<file path="src/rtl/synth_ctl_pkg.sv">
package synth_ctl_pkg;
    localparam int FB_HOLD   = 2;
    localparam int FB_PD1    = 3;
    localparam int FB_POL    = 4;
    localparam int FB_CPTRI  = 5;
    localparam int FB_PD2    = 6;
    localparam int FB_PRE_LO = 7;
    localparam int FB_FL     = 10;
    localparam int FB_C1_LO  = 11;
    localparam int FB_C2_LO  = 14;
    localparam int FN_TOP    = 16;

    typedef enum logic [1:0] {
        DST_REF  = 2'b00,
        DST_AB   = 2'b01,
        DST_FN   = 2'b10,
        DST_INIT = 2'b11
    } dst_e;

    typedef struct packed {
        logic       hold;
        logic       pd1;
        logic       pol;
        logic       cptri;
        logic       pd2;
        logic [1:0] presc;
        logic       fl;
        logic [2:0] cur1;
        logic [2:0] cur2;
    } fn_t;
endpackage

</file>
<file path="src/rtl/synth_ctl_decode.sv">
module synth_ctl_decode
    import synth_ctl_pkg::*;
#(
    parameter int WORD_W = 24
) (
    input  logic              load,
    input  logic [WORD_W-1:0] word,
    output logic              we_ref,
    output logic              we_ab,
    output logic              we_fn,
    output logic              init_ld,
    output fn_t               fn_new
);
    dst_e dst;
    logic unused_bits;

    assign dst         = dst_e'(word[1:0]);
    assign unused_bits = ^{word[9], word[WORD_W-1:FN_TOP+1]};

    always_comb begin
        we_ref  = load && (dst == DST_REF);
        we_ab   = load && (dst == DST_AB);
        init_ld = load && (dst == DST_INIT);
        we_fn   = load && ((dst == DST_FN) || (dst == DST_INIT));
    end

    always_comb begin
        fn_new.hold  = word[FB_HOLD];
        fn_new.pd1   = word[FB_PD1];
        fn_new.pol   = word[FB_POL];
        fn_new.cptri = word[FB_CPTRI];
        fn_new.pd2   = word[FB_PD2];
        fn_new.presc = word[FB_PRE_LO +: 2];
        fn_new.fl    = word[FB_FL];
        fn_new.cur1  = word[FB_C1_LO +: 3];
        fn_new.cur2  = word[FB_C2_LO +: 3];
    end
endmodule

</file>
<file path="src/rtl/synth_ctl_rstgen.sv">
module synth_ctl_rstgen (
    input  logic clk,
    input  logic rst_n,
    input  logic ce,
    input  logic init_ld,
    input  logic we_ab,
    input  logic we_fn,
    input  logic new_pd1,
    input  logic new_pd2,
    input  logic cur_pd1,
    input  logic cur_pd2,
    output logic pulse,
    output logic sync_pd
);
    typedef struct packed {
        logic pulse;
        logic armed;
        logic spd;
    } rg_t;

    rg_t rg_d, rg_q;

    always_comb begin
        rg_d       = rg_q;
        rg_d.pulse = init_ld || (we_ab && rg_q.armed);
        if (init_ld)
            rg_d.armed = 1'b1;
        else if (we_ab)
            rg_d.armed = 1'b0;
        if (rg_q.pulse && ce && cur_pd1 && !cur_pd2)
            rg_d.spd = 1'b1;
        if (we_fn && (!new_pd1 || new_pd2))
            rg_d.spd = 1'b0;
    end

    always_ff @(posedge clk or negedge rst_n) begin
        if (!rst_n)
            rg_q <= '0;
        else
            rg_q <= rg_d;
    end

    assign pulse   = rg_q.pulse;
    assign sync_pd = rg_q.spd;
endmodule

</file>
<file path="src/rtl/synth_latch_ctl.sv">
module synth_latch_ctl
    import synth_ctl_pkg::*;
#(
    parameter int WORD_W = 24,
    parameter int REF_W  = 14,
    parameter int A_W    = 6,
    parameter int B_W    = 13
) (
    input  logic              clk,
    input  logic              rst_n,
    input  logic              ce,
    input  logic              load,
    input  logic [WORD_W-1:0] word,
    output logic [REF_W-1:0]  ref_div,
    output logic [A_W-1:0]    a_div,
    output logic [B_W-1:0]    b_div,
    output logic              cnt_reset,
    output logic              cp_hiz,
    output logic              power_down,
    output logic              fl_timer_en,
    output logic [2:0]        cur_set1,
    output logic [2:0]        cur_set2,
    output logic [1:0]        presc_sel,
    output logic              pd_polarity
);
    localparam int REF_LO = 2;
    localparam int A_LO   = 2;
    localparam int B_LO   = A_LO + A_W;

    typedef struct packed {
        logic [REF_W-1:0] refv;
        logic [A_W-1:0]   a;
        logic [B_W-1:0]   b;
        fn_t              fn;
        logic             seen;
    } lat_t;

    lat_t st_d, st_q;
    logic we_ref, we_ab, we_fn, init_ld;
    fn_t  fn_new;
    logic pulse_w, spd_w;

    synth_ctl_decode #(.WORD_W(WORD_W)) u_dec (
        .load    (load),
        .word    (word),
        .we_ref  (we_ref),
        .we_ab   (we_ab),
        .we_fn   (we_fn),
        .init_ld (init_ld),
        .fn_new  (fn_new)
    );

    synth_ctl_rstgen u_rst (
        .clk     (clk),
        .rst_n   (rst_n),
        .ce      (ce),
        .init_ld (init_ld),
        .we_ab   (we_ab),
        .we_fn   (we_fn),
        .new_pd1 (fn_new.pd1),
        .new_pd2 (fn_new.pd2),
        .cur_pd1 (st_q.fn.pd1),
        .cur_pd2 (st_q.fn.pd2),
        .pulse   (pulse_w),
        .sync_pd (spd_w)
    );

    always_comb begin
        st_d = st_q;
        if (we_ref)
            st_d.refv = word[REF_LO +: REF_W];
        if (we_ab) begin
            st_d.a = word[A_LO +: A_W];
            st_d.b = word[B_LO +: B_W];
        end
        if (we_fn) begin
            st_d.fn   = fn_new;
            st_d.seen = 1'b1;
        end
    end

    always_ff @(posedge clk or negedge rst_n) begin
        if (!rst_n)
            st_q <= '0;
        else
            st_q <= st_d;
    end

    assign ref_div     = st_q.refv;
    assign a_div       = st_q.a;
    assign b_div       = st_q.b;
    assign cnt_reset   = pulse_w || st_q.fn.hold;
    assign cp_hiz      = pulse_w || st_q.fn.hold || st_q.fn.cptri || !st_q.seen;
    assign power_down  = !ce || spd_w;
    assign fl_timer_en = st_q.fn.fl;
    assign cur_set1    = st_q.fn.cur1;
    assign cur_set2    = st_q.fn.cur2;
    assign presc_sel   = st_q.fn.presc;
    assign pd_polarity = st_q.fn.pol;
endmodule

</file>
<file path="config.mk">
export PLATFORM = sky130hd
export DESIGN_NAME = synth_latch_ctl
export DESIGN_NICKNAME = d
export VERILOG_FILES = /design/src/rtl/synth_ctl_pkg.sv /design/src/rtl/synth_ctl_decode.sv /design/src/rtl/synth_ctl_rstgen.sv /design/src/rtl/synth_latch_ctl.sv
export SDC_FILE = /design/constraint.sdc
export NUM_CORES = 1
export LEC_CHECK = 0
export ABC_AREA = 1
export BUFFER_PORTS_ARGS = -buffer_cell sky130_fd_sc_hd__buf_2
export CORE_AREA = 5 5 77 79
export CTS_BUF_LIST = sky130_fd_sc_hd__clkbuf_2
export CTS_CLUSTER_DIAMETER = 60
export DETAILED_ROUTE_END_ITERATION = 8
export DIE_AREA = 0 0 82 84
export HOLD_SLACK_MARGIN = 0.08
export MAX_ROUTING_LAYER = met4
export PLACE_DENSITY = 0.75
export SLEW_MARGIN = 15
export SYNTH_ARGS = -nofsm -noshare
export SYNTH_HDL_FRONTEND = slang
export SYNTH_SLANG_ARGS = --single-unit
</file>
<file path="constraint.sdc">
create_clock -name clk -period 0.8 [get_ports clk]
set_clock_uncertainty 0.05 [all_clocks]
set_input_delay 0.08 -clock clk [delete_from_list [all_inputs] [get_ports clk]]
set_output_delay 0.08 -clock clk [all_outputs]
set_load 0.01 [all_outputs]
</file>
After elaboration in Yosys (flattened, before gate mapping):

Cells that the tools add are included.

* $lt $le $gt $ge: 0
* bitwise logic cells: 0
* $mul: 0
* add/subtract/negate cells: 0
* equal/unequal tests: 3
* muxes and demuxes: 4
* reduce and logical (&&, ||, !) cells: 23
* div/mod/pow operators: 0
* shifts and indexed selects: 0

Operators by type and width (number)
* 1-bit logical AND: 9
* 1-bit logical OR: 7
* 2-bit == test, second input constant: 2
* 1-bit zero test: 4
* 1-bit two-way mux: 4
* 2-bit nonzero test: 2
* 2-bit by 1-bit == test with 1-bit output, second input constant: 1
* 2-bit zero test: 1

* bits in writable memories: 0
* logic and storage cells: 46
* bits of input ports: 28
* flip-flop bits (word level): 51
* latch bits: 0
* memories: 0
* memory bits (read-only): 0

Logic depth before layout (Yosys ltp):

* depth in word-level cells: 5
* mapped depth: 5

Cells and area by module:

Synthesis repeated with hierarchy kept, for this count alone.

* cells, all modules: 287
* area total of the unflattened synthesis: 2418.6 um^2

By module, submodules not included
* synth_latch_ctl: times used 1, area each 2143.3 um^2, seq. area each 1201.2 um^2, cells an instance 248
* synth_ctl_rstgen: times used 1, area each 140.1 um^2, seq. area each 75.1 um^2, cells an instance 17
* synth_ctl_decode: times used 1, area each 135.1 um^2, seq. area each 0.0 um^2, cells an instance 22

Worst setup path after synthesis:

OpenSTA, ideal clock, no wires.

* path type: register to output
* start: reg st_q[14] (netlist name)
* end: out cp_hiz
* data required time: 0.670 ns
* arrival: 0.854 ns
* buffers on the path: 0
* stages on the path, launching flop included: 4
* slack: -0.184 ns
* cell sequence: dfrtp_1 -> or2_2 -> nor2_1 -> nand2_1

* longest elaborated chain between the ends: 3

RTL lines
* start, declared: line synth_latch_ctl.sv:38 `lat_t st_d, st_q;`
* start signal, assigned: line synth_latch_ctl.sv:86 `st_q <= st_d;`
* 1-bit logical OR
* net cnt_reset: line synth_latch_ctl.sv:17 `output logic cnt_reset,`
* 1-bit logical OR (2 in series): line synth_latch_ctl.sv:93 `assign cp_hiz = pulse_w || st_q.fn.hold || st_q.fn.cptri || !st_q.seen;`
* end, declared: line synth_latch_ctl.sv:18 `output logic cp_hiz,`

The timed path passes the listed nets, and every way through them passes these cells.

Final worst setup path:

* start: reg st_q[14] (netlist name)
* end: out cp_hiz

* longest elaborated chain between the ends: 3

RTL lines (line)
* 1-bit logical OR (3 in series): synth_latch_ctl.sv:93

Every way passes these cells.

==> implementation parameters <==
Parameter                              Value

Outcome
  Run status ... complete, but fails checks
  Violated checks ... negative setup slack

STA
  Number of setup violations in the final report ... 83
  Period utilisation layout ... 188.2%
  Setup repair after global routing missed its margin ... yes
  F_max ... 0.6641 GHz
  Max-slew headroom at the worst pin ... 81.62%
  Final max-slew violation count ... 0
  Final Worst Setup Slack ... -705.9 ps
  Post-Route Hold Slack ... 41.94 ps
  Transition time of the tightest slew-check pin ... 275.6 ps
  Hold Fails Final Rpt ... 0
  Minimum period implied by the final worst setup slack ... 1506 ps
  Setup TNS Final ... -21,540 ps

Setup path
  Data arrival time of the critical path ... 1380 ps
  Gate family responsible for the most delay along the worst path ... flip-flops
  Highest cell delay on the worst timing path ... 440 ps
  Reg2reg path depth ... 4
  Critical register-to-register path startpoint ... st_q[14]
  Worst reg2reg endpoint ... st_q[14]
  R2r setup slk ... -120 ps
  Type of destination of the critical path ... output port
  Worst path required time ... 670 ps
  Buf/Inv on CP ... 1
  Crit Path Max Fanout ... 2
  Worst Setup Start Kind ... register
  Critical-path cell list ... or2_4, nor2_4, nand2_1, buf_2
  Highest-delay cell along the critical path ... sky130_fd_sc_hd__dfrtp_1
  Kind of critical path ... reg -> out

Synthesis
  Sequential-to-total area share from yosys stat ... 54.96%
  Synth Register Bits ... 51
  Count of different cell masters after synthesis ... 15
  Post-synthesis instance area ... 0.002322 sq mm
  Warning count from the yosys run ... 0
  Number of nets in the synthesized netlist ... 265
  Post-synthesis instance total ... 237
  Syn Area/Cell ... 9.798 sq um

Final layout
  Most used cells in the layout excluding fill and tap cells ... 69 x sky130_fd_sc_hd__buf_2, 51 x sky130_fd_sc_hd__dfrtp_1, 45 x sky130_fd_sc_hd__nand2_1
  Share of post-route cells with drive strength above 1 ... 51.39%
  Final net count ... 350
  Count of filler cells inserted in the layout ... 500
  Non-filler cells, final ... 395
  Most frequent standard cell in the layout excluding fill and tap cells ... sky130_fd_sc_hd__buf_2
  Area occupied by multi-input gates ... 679.4 sq um
  Area Growth Syn to Fin ... 37.55%
  Post-layout util ... 60.61%
  Area occupied by registers ... 0.001276 sq mm
  Antenna fix cells ... 0

Flow run
  Maxcap violations ... 0

GRT
  Largest net degree at the start of global routing ... 52
  Initial antenna violation count ... 0
  Congestion Overflow GR ... 0
  Vias in the first global route ... 1,717
  Global Route Usage Sum ... 14.99%
  First-pass GRT wire length ... 7817 um

Drt
  Final wirelength ... 4799 um
  Number of iterations in the first detailed-routing pass ... 4
  Number of vias per cell ... 4.261
  Avg WL per Cell ... 12.15 um
  Routed vias ... 1,683
  Final routed DRC violation total ... 0
  Count of routing violations after the opening detailed-route iteration ... 61
  Detail Route Antenna Nets ... 0

CTS
  Maximum level of the CTS H-tree ... 2
  Number of CTS-inserted buffers ... 5
  CTS tree ... done
  Number of clock sinks ... 51
  Clock Pin Slew Worst Setup and Hold Paths ... 250 ps
  Clock latency on the worst-skew pair ... 420 ps
  Clock buffer depth ... 2
  CTS root buffer ... sky130_fd_sc_hd__clkbuf_2

Pwr
  Leak pwr ... 0.001699 uW
  Power after layout ... 6570 uW
  VDD IR max ... 0.001505 V
  Power per cell area ... 2057 mW/mm^2

Floorplan
  Placement Rows ... 27
  Die height ... 84 um
  Io pins ... 74
  Overall die area ... 0.006888 sq mm
  Horiz. Die Dim ... 82 um
  Starting utilization of the core area ... 44.06%
  Floorplan Core Area ... 0.005270 sq mm

Min path
  Tightest Hold Check Type ... in -> reg
  Min-Delay Endpoint ... ref_div[7]
  Worst hold start ... word[0]
  WHS Path Cells ... 5

Placed design
  Buffers added on ports ... 70
  Placer congestion estimate ... 0.7223
  Cell total after placement ... 339
  HPWL after detailed placement ... 3084 um
[worst max-delay path by stage]
stage,end,startpoint,slack (ps),depth (start not counted)
after floorplan,cp_hiz,st_q[14],-110,3
after CTS,cp_hiz,st_q[14],-740,4
after global routing,cp_hiz,st_q[14],-800,4
after detailed placement,cp_hiz,st_q[14],-220,4
final,cp_hiz,st_q[14],-710,4
after global placement,cp_hiz,st_q[14],-190,4
[layer usage]
metal	routed length, um	GRT usage (%)
met1	2001	17.34
met2	2529	25.57
met3	216	3.672
met4	51	3.927
met5	0	-
[synth_stat cells]
cell type	number	area, sq um
sky130_fd_sc_hd__nand2_2	1	6.260
sky130_fd_sc_hd__nor2_1	3	11.26
sky130_fd_sc_hd__buf_4	42	315.3
sky130_fd_sc_hd__o21ai_1	4	20.02
sky130_fd_sc_hd__o21ai_0	14	70.07
sky130_fd_sc_hd__nand3_2	1	10.01
sky130_fd_sc_hd__a21oi_1	4	20.02
sky130_fd_sc_hd__o21ai_2	25	219.0
sky130_fd_sc_hd__buf_2	3	15.01
sky130_fd_sc_hd__clkbuf_1	1	3.750
sky130_fd_sc_hd__buf_6	3	33.78
sky130_fd_sc_hd__dfrtp_1	51	1276
sky130_fd_sc_hd__or2_2	1	6.260
sky130_fd_sc_hd__nand2_1	62	232.7
sky130_fd_sc_hd__inv_1	22	82.58
[kinds of logic (layout without fill, tap and decap cells)]
group	count (synthesis)	in the layout	share of synthesized area [%]
AOI/OAI and AO/OA	47	47	14.17
buffers and inverters	71	157	19.40
DFF	51	51	54.96
and+or+nand+nor	68	68	11.48
[final cells by class]
cell class | count | area share (%)
Clock buffer | 6 | 0.9401
Clock inverter | 2 | 1.880
Sequential cell | 51 | 39.95
Multi-Input combinational cell | 115 | 21.27
Inverter | 22 | 2.585
Tap cell | 72 | 2.820
Timing Repair Buffer | 127 | 30.55
[power by group]
group	leakage [uW]	switching [uW]	internal, uW
clock network	0.0000532	764	855
registers	0.000631	209	2940
logic	0.00101	837	962
[through the flow]
step | setup slack, ps | area [sq um]
after detailed placement | -218.9 | 2540
after floorplan | -111.1 | 2325
after global routing | -796.9 | 3194
final | -705.9 | 3194
after CTS | -737.6 | 2954
after global placement | -191.3 | 2540
[worst min-delay path: stages]
cell and delay [ps]:
sky130_fd_sc_hd__buf_2 90, sky130_fd_sc_hd__nor2_2 30, sky130_fd_sc_hd__nand2_2 100, sky130_fd_sc_hd__buf_12 160, sky130_fd_sc_hd__o21ai_2 50
[flip-flops by register name (all words and copies together), names as in the netlist]
register / cells
u_rst.sync_pd: 1
u_rst.rg_q: 1
st_q: 5
b_div: 13
ref_div: 14
presc_sel: 2
u_rst.pulse: 1
fl_timer_en: 1
a_div: 6
pd_polarity: 1
cur_set1: 3
cur_set2: 3
[repair_timing]
item                       CTS  global route
hold endpoints to repair   102            36
pin swaps                    3             3
setup endpoints to repair   47            96
gates cloned                 0             0
buffers inserted            10            16
hold buffers                24             3
gates resized for setup      6            46
Power figures use the tool's default switching activity.
